--- config.mk ---
export PLATFORM = sky130hd
export DESIGN_NAME = sdram_init_seq
export DESIGN_NICKNAME = d
export VERILOG_FILES = /design/src/rtl/sdram_init_seq.sv
export SDC_FILE = /design/constraint.sdc
export NUM_CORES = 1
export LEC_CHECK = 0
export BUFFER_PORTS_ARGS = -buffer_cell sky130_fd_sc_hd__clkbuf_2
export CORE_MARGIN = 2
export CORE_UTILIZATION = 57
export CTS_CLUSTER_SIZE = 12
export DETAILED_ROUTE_END_ITERATION = 7
export PLACE_DENSITY = 0.85
export SYNTH_ARGS = -nofsm -noshare
export SYNTH_HDL_FRONTEND = slang
export SYNTH_SLANG_ARGS = --single-unit
export TNS_END_PERCENT = 10
--- constraint.sdc ---
create_clock -name clk -period 2.3 [get_ports clk]
set_input_delay 0.69 -clock clk [delete_from_list [all_inputs] [get_ports clk]]
set_output_delay 0.69 -clock clk [all_outputs]
set_load 0.03 [all_outputs]
--- src/rtl/sdram_init_seq.sv ---
module sdram_init_seq #(
  parameter int CLK_MHZ   = 100,
  parameter int PWR_US    = 200,
  parameter int NOP_WAIT  = 200,
  parameter int REF_COUNT = 8,
  parameter int T_RC      = 8,
  parameter int MRS_WAIT  = 2,
  parameter int ADDR_W    = 12
) (
  input  logic              clk,
  input  logic              rst_n,
  input  logic              start,
  input  logic              cfg_cas2,
  input  logic              cfg_rp2,
  output logic [2:0]        cmd_mode,
  output logic              cmd_stb,
  output logic [ADDR_W-1:0] mrs_addr,
  output logic              done,
  output logic              refresh_en
);

  localparam int PWR_CYC = CLK_MHZ * PWR_US;
  localparam int MAXW1 = (PWR_CYC > NOP_WAIT) ? PWR_CYC : NOP_WAIT;
  localparam int MAXW2 = (T_RC > MRS_WAIT) ? T_RC : MRS_WAIT;
  localparam int MAXW  = ((MAXW1 > MAXW2) ? MAXW1 : MAXW2) + 3;
  localparam int CW    = $clog2(MAXW + 1);
  localparam int RW    = $clog2(REF_COUNT + 1);

  localparam logic [2:0] M_NORM = 3'b000;
  localparam logic [2:0] M_NOP  = 3'b001;
  localparam logic [2:0] M_PRE  = 3'b010;
  localparam logic [2:0] M_MRS  = 3'b011;
  localparam logic [2:0] M_REF  = 3'b100;

  typedef enum logic [2:0] {
    S_IDLE, S_PWR, S_NOP, S_PRE, S_REF, S_MRS, S_NORM, S_DONE
  } phase_t;

  phase_t          phase;
  logic [CW-1:0]   cnt;
  logic [RW-1:0]   ref_n;
  logic            cas_q, rp_q;
  logic            zero;
  logic [ADDR_W-1:0] mrs_val;

  assign zero    = (cnt == '0);
  assign mrs_val = ADDR_W'({cas_q ? 3'b010 : 3'b011, 1'b0, 3'b010});

  always_ff @(posedge clk) begin
    if (!rst_n) begin
      phase      <= S_IDLE;
      cnt        <= '0;
      ref_n      <= '0;
      cas_q      <= 1'b0;
      rp_q       <= 1'b0;
      cmd_mode   <= M_NORM;
      cmd_stb    <= 1'b0;
      mrs_addr   <= '0;
      done       <= 1'b0;
      refresh_en <= 1'b0;
    end else begin
      cmd_stb <= 1'b0;
      if (phase != S_IDLE && phase != S_DONE && !zero) begin
        cnt <= cnt - 1'b1;
      end else begin
        case (phase)
          S_IDLE: if (start) begin
            cas_q <= cfg_cas2;
            rp_q  <= cfg_rp2;
            cnt   <= CW'(PWR_CYC - 1);
            phase <= S_PWR;
          end
          S_PWR: begin
            cmd_mode <= M_NOP;
            cmd_stb  <= 1'b1;
            cnt      <= CW'(NOP_WAIT - 1);
            phase    <= S_NOP;
          end
          S_NOP: begin
            cmd_mode <= M_PRE;
            cmd_stb  <= 1'b1;
            cnt      <= rp_q ? CW'(1) : CW'(2);
            phase    <= S_PRE;
          end
          S_PRE: begin
            cmd_mode <= M_REF;
            cmd_stb  <= 1'b1;
            cnt      <= CW'(T_RC - 1);
            ref_n    <= RW'(1);
            phase    <= S_REF;
          end
          S_REF: begin
            cmd_stb <= 1'b1;
            if (ref_n == RW'(REF_COUNT)) begin
              cmd_mode <= M_MRS;
              mrs_addr <= mrs_val;
              cnt      <= CW'(MRS_WAIT - 1);
              phase    <= S_MRS;
            end else begin
              cmd_mode <= M_REF;
              ref_n    <= ref_n + 1'b1;
              cnt      <= CW'(T_RC - 1);
            end
          end
          S_MRS: begin
            cmd_mode <= M_NORM;
            cmd_stb  <= 1'b1;
            phase    <= S_NORM;
          end
          S_NORM: begin
            done       <= 1'b1;
            refresh_en <= 1'b1;
            phase      <= S_DONE;
          end
          default: ;
        endcase
      end
    end
  end

endmodule

# Word-level counts from Yosys, hierarchy flattened
# Cells that the tools add are included.
[op_classes]
add_sub_neg = 2
eq_ne = 12
muxes = 14
n_bitwise = 2
n_reduce_logical = 19
[ops]
columns = ["operator", "n"]
rows = [
  ["one-hot mux 15 bit (5 select lines)", 1],
  ["two-way mux 15 bit", 2],
  ["one-hot mux 3 bit (7 select lines)", 1],
  ["logical NOT 15 bit", 1],
  ["one-hot mux 3 bit (5 select lines)", 1],
  ["subtractor 15 x 1 -> 15 bit (second input constant)", 1],
  ["two-way mux 3 bit", 4],
  ["equality test 3 bit (second input constant)", 3],
  ["AND reduction 3 bit", 3],
  ["one-hot mux 4 bit (2 select lines)", 1],
  ["nonzero test 7 bit", 1],
  ["equality test 3 x 2 -> 1 bit (second input constant)", 2],
  ["!= test 2 bit (second input constant)", 3],
  ["!= test 3 bit (second input constant)", 2],
  ["AND reduction 2 bit", 3],
  ["nonzero test 6 bit", 1],
  ["nonzero test 5 bit", 1],
  ["OR reduction 5 bit", 1],
  ["adder 4 x 1 -> 4 bit (second input constant)", 1],
  ["equality test 4 bit (second input constant)", 1],
  ["two-way mux 4 bit", 1],
  ["AND reduction 4 bit", 1],
  ["equality test 3 x 1 -> 1 bit (second input constant)", 1],
  ["logical NOT 3 bit", 1],
  ["other kinds (8)", 11],
]
[totals]
register_bits = 33
inputBits = 5
out_inout_bits = 18
word_cells = 58

# Depth between registers and ports, before layout
# Gate-level depths: netlist of run 1.
[depth]
word_depth = 5
mapped_depth = 9
ltp_nobuf = 7

# Worst setup path before layout of run 1
# OpenSTA, ideal clock, no wires.
[synth_timing]
kind = "register -> register"
start = "reg cnt[0]"
end = "reg cmd_mode[0]"
setup_ns = 0.132
t_arrival_ns = 1.718
t_required_ns = 2.168
path_slack_ns = 0.450
path_stages_with_launch = 10
n_path_buf = 2
synth_period_minus_slack_ns = 1.850
cell_sequence = "dfxtp_1 -> inv_1 -> ha_1 -> nor3b_2 -> and4_1 -> buf_2 -> nor2_4 -> buf_4 -> o211ai_1 -> o41ai_2"
[synth_between]
elab_chain_cells = 5
[synth_rtl]
columns = ["item", "line", "text"]
rows = [
  ["start, declared", "40", "logic [CW-1:0] cnt;"],
  ["start signal, assigned", "64", "cnt <= cnt - 1'b1;"],
  ["start signal, assigned", "70", "cnt <= CW'(PWR_CYC - 1);"],
  ["start signal, assigned", "76", "cnt <= CW'(NOP_WAIT - 1);"],
  ["logical NOT 15 bit", "46", "assign zero = (cnt == '0);"],
  ["logical NOT 1 bit", "63", "if (phase != S_IDLE && phase != S_DONE && !zero) begin"],
  ["logical AND 1 bit", "63", ""],
  ["NOT 1 bit (no source line)", "n/a", ""],
  ["AND reduction 2 bit (no source line)", "n/a", ""],
  ["end signal, assigned", "56", "cmd_mode <= M_NORM;"],
  ["end signal, assigned", "74", "cmd_mode <= M_NOP;"],
  ["end signal, assigned", "80", "cmd_mode <= M_PRE;"],
  ["end, declared", "15", "output logic [2:0] cmd_mode,"],
]
# Every way passes these cells.
# A chain may end at the register's enable or synchronous reset.

# Final worst setup path of run 1
[layout_timing]
start = "reg cnt[0]"
end = "reg cnt[1]"
[layout_between]
elab_chain_cells = 5
word_cells_on_any_way = 8
cone_classes = "1 x add/sub; 1 x eq/ne; 1 x mux; 5 x reduce/logical"
[layout_rtl]
columns = ["item"]
rows = [
  ["branches (longest 5 deep; another with subtractor 15 x 1 -> 15 bit)"],
]
# Several ways; the timed one is not identified.

==> results of run 1 <==
[layout by cell type, fill, tap and decap left out, drive strengths merged, types with 4 or more instances in the layout]
master,instances
nor3,8
inv,6
conb,9
nand3,5
a31oi,8
o21a,5
a311oi,6
nand2,24
dfxtp,31
o21ai,8
mux2i,5
nor4,6
clkbuf,19
buf,12
ha,4
nor2,25
a21oi,14
nand2b,4
a211oi,4
[registers in the layout, summed over array words and instances, names as in the netlist]
signal / count
phase: 3
mrs_addr: 2
rp_q: 1
ref_n: 4
cmd_mode: 3
cnt: 15
refresh_en: 1
cas_q: 1
cmd_stb: 1
[cells by family (layout without fill, tap and decap cells)]
family | after synthesis | after routing
adder cells (fa/ha/maj) | 4 | 4
buffers and inverters | 29 | 38
AND/OR/NAND/NOR | 93 | 93
multiplexers | 5 | 5
AO/OA/AOI/OAI | 62 | 62
other | 1 | 9
flip-flops | 31 | 31
XOR/XNOR | 1 | 1
[worst paths after layout]
kind | start | endpoint | slack [ns] | depth (start not counted)
hold reg to reg | cmd_mode[2] | cmd_mode[2] | 0.46 | 2
setup / recovery | cnt[0] | cnt[1] | 0.22 | 7
setup reg to reg | cnt[0] | cnt[1] | 0.22 | 7
hold / removal | cmd_mode[2] | cmd_mode[2] | 0.46 | 2
[power groups by stage]
stage	logic (mW)	clock network (mW)	registers (mW)
5_1_grt	0.723	0.350	0.694
4_1_cts	0.622	0.331	0.682
3_3_place_gp	0.614	0	0.692
3_5_place_dp	0.620	0	0.695
2_1_floorplan	0.509	0	0.673
6_report	0.660	0.330	0.684
[worst min-delay path: cells and delay by family, from the launching register on]
family,cells,cell delay [ns]
flip-flops,1,0.32
AND/OR/NAND/NOR,1,0.05
multiplexers,1,0.05
[final cells by class]
| type | instances | area (µm²) |
|---|---|---|
| clock buffers | 6 | 51.3 |
| flip-flops and latches | 31 | 621 |
| repair buffers | 25 | 155 |
| inverters | 6 | 22.5 |
| clock inverters | 1 | 5.00 |
| multi-input cells | 174 | 1110 |
| well taps | 44 | 55.1 |
| fillers | 262 | 1060 |
[per-layer routing]
metal,track usage (%),part of all wire [%],wire [µm]
met1,29.5,45,1830
met2,37.7,47,1940
met3,5.67,6.2,253
met4,10.6,1.9,76
met5,0,0,0
[repair_timing]
item	in CTS	in global routing
hold endpoints to repair	0	0
resized for setup	0	2
buffers inserted	0	3
setup endpoints to repair	0	2
[stage by stage]
stage	util [%]	instance area (µm²)	total power, mW	worst slack (ns)	std cells
2_1_floorplan	-	1890	1.18	0.450	234
3_3_place_gp	62.8	1930	1.31	0.236	277
3_5_place_dp	62.8	1930	1.31	0.0840	277
4_1_cts	64.7	1990	1.63	0.0444	284
5_1_grt	65.7	2020	1.77	0.0434	287
6_report	65.7	2020	1.67	0.223	287
==> flow_summary.json, run 1 <==
{
  "routed_wl_um": 4090,
  "clockBufferDepth": 2,
  "synth_compound_area_share_pct": 24.2,
  "syn2layout_area_growth_pct": 8.60,
  "drive_gt1_share_pct": 20.2,
  "nets": 252,
  "cts_tree": "yes",
  "final_hold_viol_count": 0,
  "ys_ff_latch": 31,
  "drv_slew": 0,
  "grt_pass1_vias": 1435,
  "cts_sinks": 31,
  "dr.pass1.iters": 5,
  "finalCritPeriodShare_pct": 90.3,
  "synthTopCellsByArea": "dfxtp_1 33%, buf_4 4.8%, nand2_1 4.8%",
  "die-area_um2": 3740,
  "synth_edf_count": 0,
  "pwr-share-clk_pct": 19.7,
  "grt_pass1_wl_um": 6400,
  "dieHeight_um": 61.2,
  "peakVddDrop_mv": 0.487,
  "antenna_found_initial": 0,
  "synth_warnings": 0,
  "io_buffer_count": 13,
  "synthArstFlopShare_pct": 0,
  "hpwl_um": 2960,
  "finalSetupViolCount": 0,
  "synthAdderAreaFrac_pct": 2.69,
  "syn_area_per_cell_um2": 8.24,
  "fp.dieW_um": 61.2,
  "via_per_inst": 5.97,
  "hp-class": "reg2reg",
  "drc_errors": 0,
  "numCtsBuffers": 5,
  "syn_area_um2": 1860,
  "crit_path_start_kind": "flop",
  "fmax_mhz": 481,
  "gr-total-overflow": 0,
  "via_count": 1713,
  "drt_iter0_drc": 147,
  "crit_buf_inv": 1,
  "synth_top_family_by_area": "simple AND/OR/NAND/NOR gates",
  "netSwitchingFraction_pct": 39.6,
  "wl_per_cell_um": 14.3,
  "muxShareOfSynthArea_pct": 2.69,
  "clkTransAtPathRegs_ns": 0.09,
  "p_seq_share_pct": 40.9,
  "synthCells": 226,
  "hold-worst-slack_ns": 0.464,
  "ios": 23,
  "initial_core_util_pct": 60.5,
  "rsz0062_at_grt": "false",
  "yosysSeqAreaShare_pct": 33.3,
  "worstPathMaxFanout": 14,
  "synth_most_common_cell": "dfxtp_1",
  "cts_root_buffer": "clkbuf_4",
  "ys_types": 61,
  "core-area_um2": 3080,
  "grt_max_degree": 19,
  "crit_chain": "inv_1 > ha_1 > nor3b_2 > and4_2 > o21bai_4 > nor2_1 > a2111oi_0",
  "cp.required_ns": 2.52,
  "cp_slowest_cell": "a2111oi_0",
  "track_usage_pct": 23.4,
  "p_comb_share_pct": 39.4,
  "finalClockSkew_ns": 0.00943,
  "p_per_area_nw_per_um2": 828,
  "worst_setup_path_end_kind": "flop",
  "diodes": 0,
  "final.setup.tns_ns": 0,
  "synth_top_area_share_pct": 33.3,
  "status": "complete, no violations",
  "core.rowCount": 20,
  "worst_path_dominant_cell_family": "compound AO/OA/AOI/OAI gates",
  "antenna_left": 0,
  "clk_latency_ns": 0.35,
  "internal_power_mw": 1.01,
  "max_stage_delay_ns": 0.39,
  "synth_xor_area_share_pct": 0.470,
  "drv_cap": 0,
  "synthFlopType": "dfxtp_1",
  "crit_arrival_ns": 2.29,
  "yosys.area_share.simple_pct": 27.4,
  "ys_top_cells_by_count": "31 x dfxtp_1, 24 x nand2_1, 23 x nor2_1, 13 x a21oi_1, 12 x buf_4",
  "power.leakage_nw": 0.779,
  "htreeDepth": 2,
  "worstSetupPathType": "reg2reg",
  "synth_top_area_cell": "dfxtp_1",
  "min_period_ns": 2.08,
  "cts_hold_buf": 0,
  "globalplace.congestion": 0.952,
  "power.switching_uw": 662
}
Power figures use the tool's default switching activity.
==> run 2: changes to the inputs <==
--- a/config.mk
+++ b/config.mk
@@ -6,11 +6,13 @@
 export NUM_CORES = 1
 export LEC_CHECK = 0
 export BUFFER_PORTS_ARGS = -buffer_cell sky130_fd_sc_hd__clkbuf_2
+export CELL_PAD_IN_SITES_DETAIL_PLACEMENT = 1
+export CELL_PAD_IN_SITES_GLOBAL_PLACEMENT = 2
 export CORE_MARGIN = 2
-export CORE_UTILIZATION = 57
+export CORE_UTILIZATION = 34
 export CTS_CLUSTER_SIZE = 12
 export DETAILED_ROUTE_END_ITERATION = 7
-export PLACE_DENSITY = 0.85
+export PLACE_DENSITY = 0.84
 export SYNTH_ARGS = -nofsm -noshare
 export SYNTH_HDL_FRONTEND = slang
 export SYNTH_SLANG_ARGS = --single-unit
==> run 2 against run 1 <==
Compared with the run above:
- sequential share of layout area down 1.2 points
- worst hold slack got worse by 0.0071 ns
- via count up 1.3%
- fmax decreased by 1.2%
- die area is 63% higher
- flip-flop and latch count is the same
- final cell count grew 10%
- routed wire length up 21%
- non-clock buffer count is 3 higher
- combinational power rose by 4.8%
- clock skew shrank 0.0034 ns
- critical path depth unchanged
- largest cell class unchanged
- highest routed layer unchanged
==> flow_summary.json, run 2 (same netlist as run 1, synthesis figures left out) <==
{
  "wl_met3_um": 228,
  "globalplace.congestion": 0.808,
  "final_common_cell": "dfxtp_1",
  "cts_root_buffer": "clkbuf_8",
  "cp.required_ns": 2.47,
  "power.switching_uw": 705,
  "dieHeight_um": 78,
  "worst_setup_path_end_kind": "flop",
  "hp-class": "reg2reg",
  "drv_cap": 0,
  "diodes": 0,
  "clockBufferDepth": 2,
  "p_per_area_nw_per_um2": 863,
  "wl_per_cell_um": 15.7,
  "hpwl_um": 3670,
  "top_register": "cnt",
  "drt-met1-wl_um": 2500,
  "finalSetupViolCount": 0,
  "finalClockSkew_ns": 0.00606,
  "track_usage_pct": 18.1,
  "io_buffer_count": 13,
  "status": "complete, no violations",
  "crit_arrival_ns": 2.27,
  "via_per_inst": 5.49,
  "final_cell_mix": "31 x dfxtp_1, 24 x nand2_1, 23 x nor2_1",
  "die-area_um2": 6080,
  "pwr-share-clk_pct": 24.1,
  "rsz0062_at_grt": "false",
  "power.leakage_nw": 0.807,
  "final_hold_viol_count": 0,
  "syn2layout_area_growth_pct": 13.2,
  "preCtsSetupSlack_ns": 0.0962,
  "fin_ws_ns": 0.198,
  "gr-total-overflow": 0,
  "fmax_mhz": 476,
  "drv_slew": 0,
  "min_path_cells": 2,
  "cts_setup_buffers": 0,
  "p_seq_share_pct": 37.9,
  "largest_reg_flops": 15,
  "via_count": 1736,
  "core.rowCount": 26,
  "crit_path_start_kind": "flop",
  "nets": 255,
  "worstPathMaxFanout": 18,
  "min_period_ns": 2.10,
  "power.total_mw": 1.82,
  "worstSetupPathType": "reg2reg",
  "wl_met2_um": 2210,
  "antenna_found_initial": 0,
  "grt_pass1_wl_um": 8540,
  "internal_power_mw": 1.11,
  "clkTransAtPathRegs_ns": 0.07,
  "final.setup.tns_ns": 0,
  "routed_wl_um": 4970,
  "dr.pass1.iters": 4,
  "peakVddDrop_mv": 0.350,
  "cts_sinks": 31,
  "ios": 23,
  "core-area_um2": 5200,
  "finalCritPeriodShare_pct": 91.4,
  "numCtsBuffers": 5,
  "netSwitchingFraction_pct": 38.8,
  "drive_gt1_share_pct": 20.7,
  "clk_latency_ns": 0.28,
  "htreeDepth": 2,
  "initial_core_util_pct": 35.8,
  "fp.dieW_um": 78,
  "reg2regPathDepth": 7,
  "p_comb_share_pct": 38.1,
  "grt_pass1_vias": 1658,
  "antenna_left": 0,
  "grt_max_degree": 19,
  "drt_iter0_drc": 87,
  "drc_errors": 0,
  "cts_tree": "yes",
  "reg_top3": "cnt (15), ref_n (4)",
  "dr.max_layer_used": "met4"
}
## run 2: changes by cell type in the layout (fill, tap and decap cells not counted)
| cell | change |
|---|---|
| buf_4 | +3 |
| clkbuf_4 | -5 |
| clkbuf_8 | +5 |
| and4_2 | -1 |
| and4_1 | +1 |
## run 2: repair_timing
item | CTS | global route
gates resized for setup | 0 | 1
setup endpoints to repair | 0 | 1
hold buffers | 0 | 0
## run 2: critical path, stage by stage (launching register included)
cell and delay (ns):
dfxtp_1 0.38, inv_1 0.06, ha_1 0.21, nor3b_2 0.16, and4_1 0.31, nor2_4 0.46, a211oi_1 0.08, a2111oi_0 0.33
## run 2: metal layers
layer	vias up	global-route usage [%]
li1	846	-
met1	851	25.5
met2	37	27.1
met3	2	4.19
met4	0	6.14
met5	-	0
## run 2: power by group through the flow
stage	logic, mW	clock network (mW)	registers, mW
after global placement	0.675	0	0.696
after floorplan	0.509	0	0.673
after CTS	0.688	0.456	0.688
final	0.692	0.438	0.689
after detailed placement	0.683	0	0.700
after global routing	0.766	0.483	0.701
## run 2: per-stage QoR
| stage | cell area (µm²) | utilization, % | hold WS [ns] | cells |
|---|---|---|---|---|
| final | 2110 | 40.5 | 0.457 | 316 |
| after global routing | 2110 | 40.5 | 0.494 | 316 |
| after CTS | 2100 | 40.3 | 0.462 | 316 |
| after detailed placement | 2010 | 38.7 | 0.452 | 309 |
| after global placement | 2010 | 38.7 | 0.448 | 309 |
| after floorplan | 1890 | - | 0.454 | 234 |
## run 2: path summary, 6_finish.rpt
kind / start / slack, ns / to
worst max-delay path: cnt[0] / 0.20 / cnt[1]
worst min-delay path: cmd_mode[2] / 0.46 / cmd_mode[2]
worst max register to register: cnt[0] / 0.20 / cnt[1]
worst min register to register: cmd_mode[2] / 0.46 / cmd_mode[2]
## run 2: area by class of cell
type,count,area [µm²]
fillers,676,3100
multi-input cells,174,1110
flip-flops and latches,31,621
repair buffers,28,178
well taps,70,87.6
clock buffers,6,82.6
inverters,6,22.5
clock inverters,1,5.00
==> run 3: changes to the inputs <==
--- a/config.mk
+++ b/config.mk
@@ -5,14 +5,15 @@
 export SDC_FILE = /design/constraint.sdc
 export NUM_CORES = 1
 export LEC_CHECK = 0
+export ABC_AREA = 1
 export BUFFER_PORTS_ARGS = -buffer_cell sky130_fd_sc_hd__clkbuf_2
 export CELL_PAD_IN_SITES_DETAIL_PLACEMENT = 1
 export CELL_PAD_IN_SITES_GLOBAL_PLACEMENT = 2
 export CORE_MARGIN = 2
-export CORE_UTILIZATION = 34
+export CORE_UTILIZATION = 31
 export CTS_CLUSTER_SIZE = 12
 export DETAILED_ROUTE_END_ITERATION = 7
-export PLACE_DENSITY = 0.84
+export PLACE_DENSITY_LB_ADDON = 0.1
 export SYNTH_ARGS = -nofsm -noshare
 export SYNTH_HDL_FRONTEND = slang
 export SYNTH_SLANG_ARGS = --single-unit
==> run 3 against run 2 <==
Compared with the run above:
- via count rose by 0.29%
- power is 58% higher
- critical path depth rose by 3
- routed wire length is 2.0% lower
- utilization is 5.7 points lower
- synthesized area increased by 2.2%
- critical path type unchanged
==> flow_summary.json, run 3 <==
{
  "nets": 322,
  "grt_pass1_wl_um": 8110,
  "synth_warnings": 0,
  "hp-class": "reg2reg",
  "grt_max_degree": 25,
  "antenna_found_initial": 0,
  "drc_errors": 0,
  "cts_root_buffer": "clkbuf_8",
  "cts_setup_buffers": 0,
  "clk_latency_ns": 0.28,
  "finalCritPeriodShare_pct": 81.2,
  "synthCells": 302,
  "rsz0062_at_grt": "false",
  "reg_top3": "cnt (15), ref_n (4)",
  "dr.pass1.iters": 5,
  "cts_tree": "yes",
  "ys_ff_latch": 31,
  "peakVddDrop_mv": 0.444,
  "io_buffer_count": 13,
  "ys_types": 27,
  "finalSetupViolCount": 0,
  "status": "complete, no violations",
  "ios": 23,
  "final_cell_mix": "94 x nand2_1, 44 x nor2_1, 36 x inv_1",
  "grt_pass1_vias": 1735,
  "synthTopCellsByArea": "dfxtp_1 33%, nand2_1 19%, nor2_1 8.7%",
  "core-area_um2": 5920,
  "fp.dieW_um": 82.3,
  "syn_area_per_cell_um2": 6.30,
  "preCtsSetupSlack_ns": 0.410,
  "worstSetupPathType": "reg2reg",
  "via_count": 1741,
  "core.rowCount": 28,
  "synthFlopType": "dfxtp_1",
  "cts_resized": 0,
  "syn2layout_area_growth_pct": 8.22,
  "clockBufferDepth": 2,
  "final.setup.tns_ns": 0,
  "cts_hold_buf": 0,
  "drv_cap": 0,
  "htreeDepth": 2,
  "diodes": 0,
  "top_register": "cnt",
  "slew_headroom_pct": 64.0,
  "drive_gt1_share_pct": 11.2,
  "ys_top_cells_by_count": "94 x nand2_1, 44 x nor2_1, 36 x inv_1, 31 x dfxtp_1, 16 x a21oi_1",
  "synth_most_common_cell": "nand2_1",
  "fin_ws_ns": 0.432,
  "numCtsBuffers": 5,
  "largest_reg_flops": 15,
  "initial_core_util_pct": 32.1,
  "gr-total-overflow": 0,
  "routed_wl_um": 4880,
  "hpwl_um": 3710,
  "power.leakage_nw": 1.04,
  "synth_top_area_cell": "dfxtp_1",
  "fmax_mhz": 535,
  "dieHeight_um": 82.3,
  "synthArstFlopShare_pct": 0,
  "finalClockSkew_ns": 0.00550,
  "globalplace.congestion": 0.775,
  "crit_path_start_kind": "flop",
  "cp.required_ns": 2.52,
  "final_hold_viol_count": 0,
  "yosysSeqAreaShare_pct": 32.6,
  "track_usage_pct": 15.9,
  "crit_arrival_ns": 2.09,
  "worstPathMaxFanout": 24,
  "cts_sinks": 31,
  "clkTransAtPathRegs_ns": 0.07,
  "worst_setup_path_end_kind": "flop",
  "synth_edf_count": 0,
  "drv_slew": 0,
  "p_per_area_nw_per_um2": 1400,
  "worst_pin_slew_ns": 0.540,
  "drt_iter0_drc": 39,
  "final_common_cell": "nand2_1",
  "fillers": 792,
  "die-area_um2": 6780,
  "syn_area_um2": 1900,
  "antenna_left": 0,
  "min_period_ns": 1.87,
  "via_per_inst": 4.49,
  "synth_top_area_share_pct": 32.6,
  "wl_per_cell_um": 12.6
}
[run 3: cell count changes after synthesis, sizes merged, moves of 6 or more]
cell and change:
nor2 +23, nand3 +9, nor4 -6, nand2 +76
inv +32, a311oi -6, a31oi -8
[run 3: power breakdown]
| group | total [mW] | internal, mW | switching (mW) | leakage (nW) |
|---|---|---|---|---|
| logic | 1.60 | 0.505 | 1.10 | 0.736 |
| clock network | 0.445 | 0.235 | 0.210 | 0.0470 |
| registers | 0.834 | 0.685 | 0.149 | 0.254 |
[run 3: layer usage]
| metal | track usage (%) | part of all wire, % | vias to the layer above |
|---|---|---|---|
| met5 | 0 | 0 | - |
| met4 | 5.50 | 0.82 | 0 |
| met3 | 3.26 | 2.1 | 2 |
| met2 | 27.4 | 50 | 13 |
| met1 | 19.7 | 47 | 797 |
| li1 | - | - | 929 |
[run 3: cell type report]
cell class / count / area [µm²] / area share (%)
Clock buffer: 6 / 82.6 / 4.01
Clock inverter: 1 / 5.00 / 0.243
Inverter: 39 / 146 / 7.11
Multi-Input combinational cell: 222 / 1040 / 50.4
Sequential cell: 31 / 621 / 30.2
Tap cell: 75 / 93.8 / 4.56
Timing Repair Buffer: 14 / 72.6 / 3.53
[run 3: metrics by stage]
step                      utilization (%)  cells  hold slack, ns  cell area [µm²]  power, mW
after floorplan                         -    310           0.424             1930       2.15
after global placement               33.3    381           0.447             1970       2.47
after detailed placement             33.3    381           0.458             1970       2.47
after CTS                            34.8    388           0.469             2060       2.95
after global routing                 34.8    388           0.493             2060       3.21
final                                34.8    388           0.465             2060       2.88
[run 3: cells by family (layout without fill, tap and decap cells)]
kind of cell | Yosys count | count (layout) | share of synthesized area [%]
AND/OR/NAND/NOR | 175 | 175 | 39.5
buffers and inverters | 57 | 60 | 14.4
flip-flops | 31 | 31 | 32.6
AO/OA/AOI/OAI | 28 | 28 | 7.90
XOR/XNOR | 6 | 6 | 2.76
adder cells (fa/ha/maj) | 4 | 4 | 2.63
other | 1 | 9 | 0.197
[run 3: worst paths after layout]
| check | from | end | slack [ns] | depth (start not counted) |
|---|---|---|---|---|
| worst max register to register | cnt[0] | cnt[4] | 0.43 | 10 |
| worst max-delay path | cnt[0] | cnt[4] | 0.43 | 10 |
| worst min register to register | cas_q | cas_q | 0.46 | 2 |
| worst min-delay path | cas_q | cas_q | 0.46 | 2 |
[run 3: worst max-delay path, cell delays in order (launching register included)]
cell	delay [ns]
dfxtp_1	0.34
inv_1	0.08
ha_1	0.20
nand2_2	0.12
nor2_4	0.16
nand2_1	0.11
nand2_4	0.23
nand3_1	0.28
o21ai_1	0.15
inv_1	0.05
nor2_1	0.08
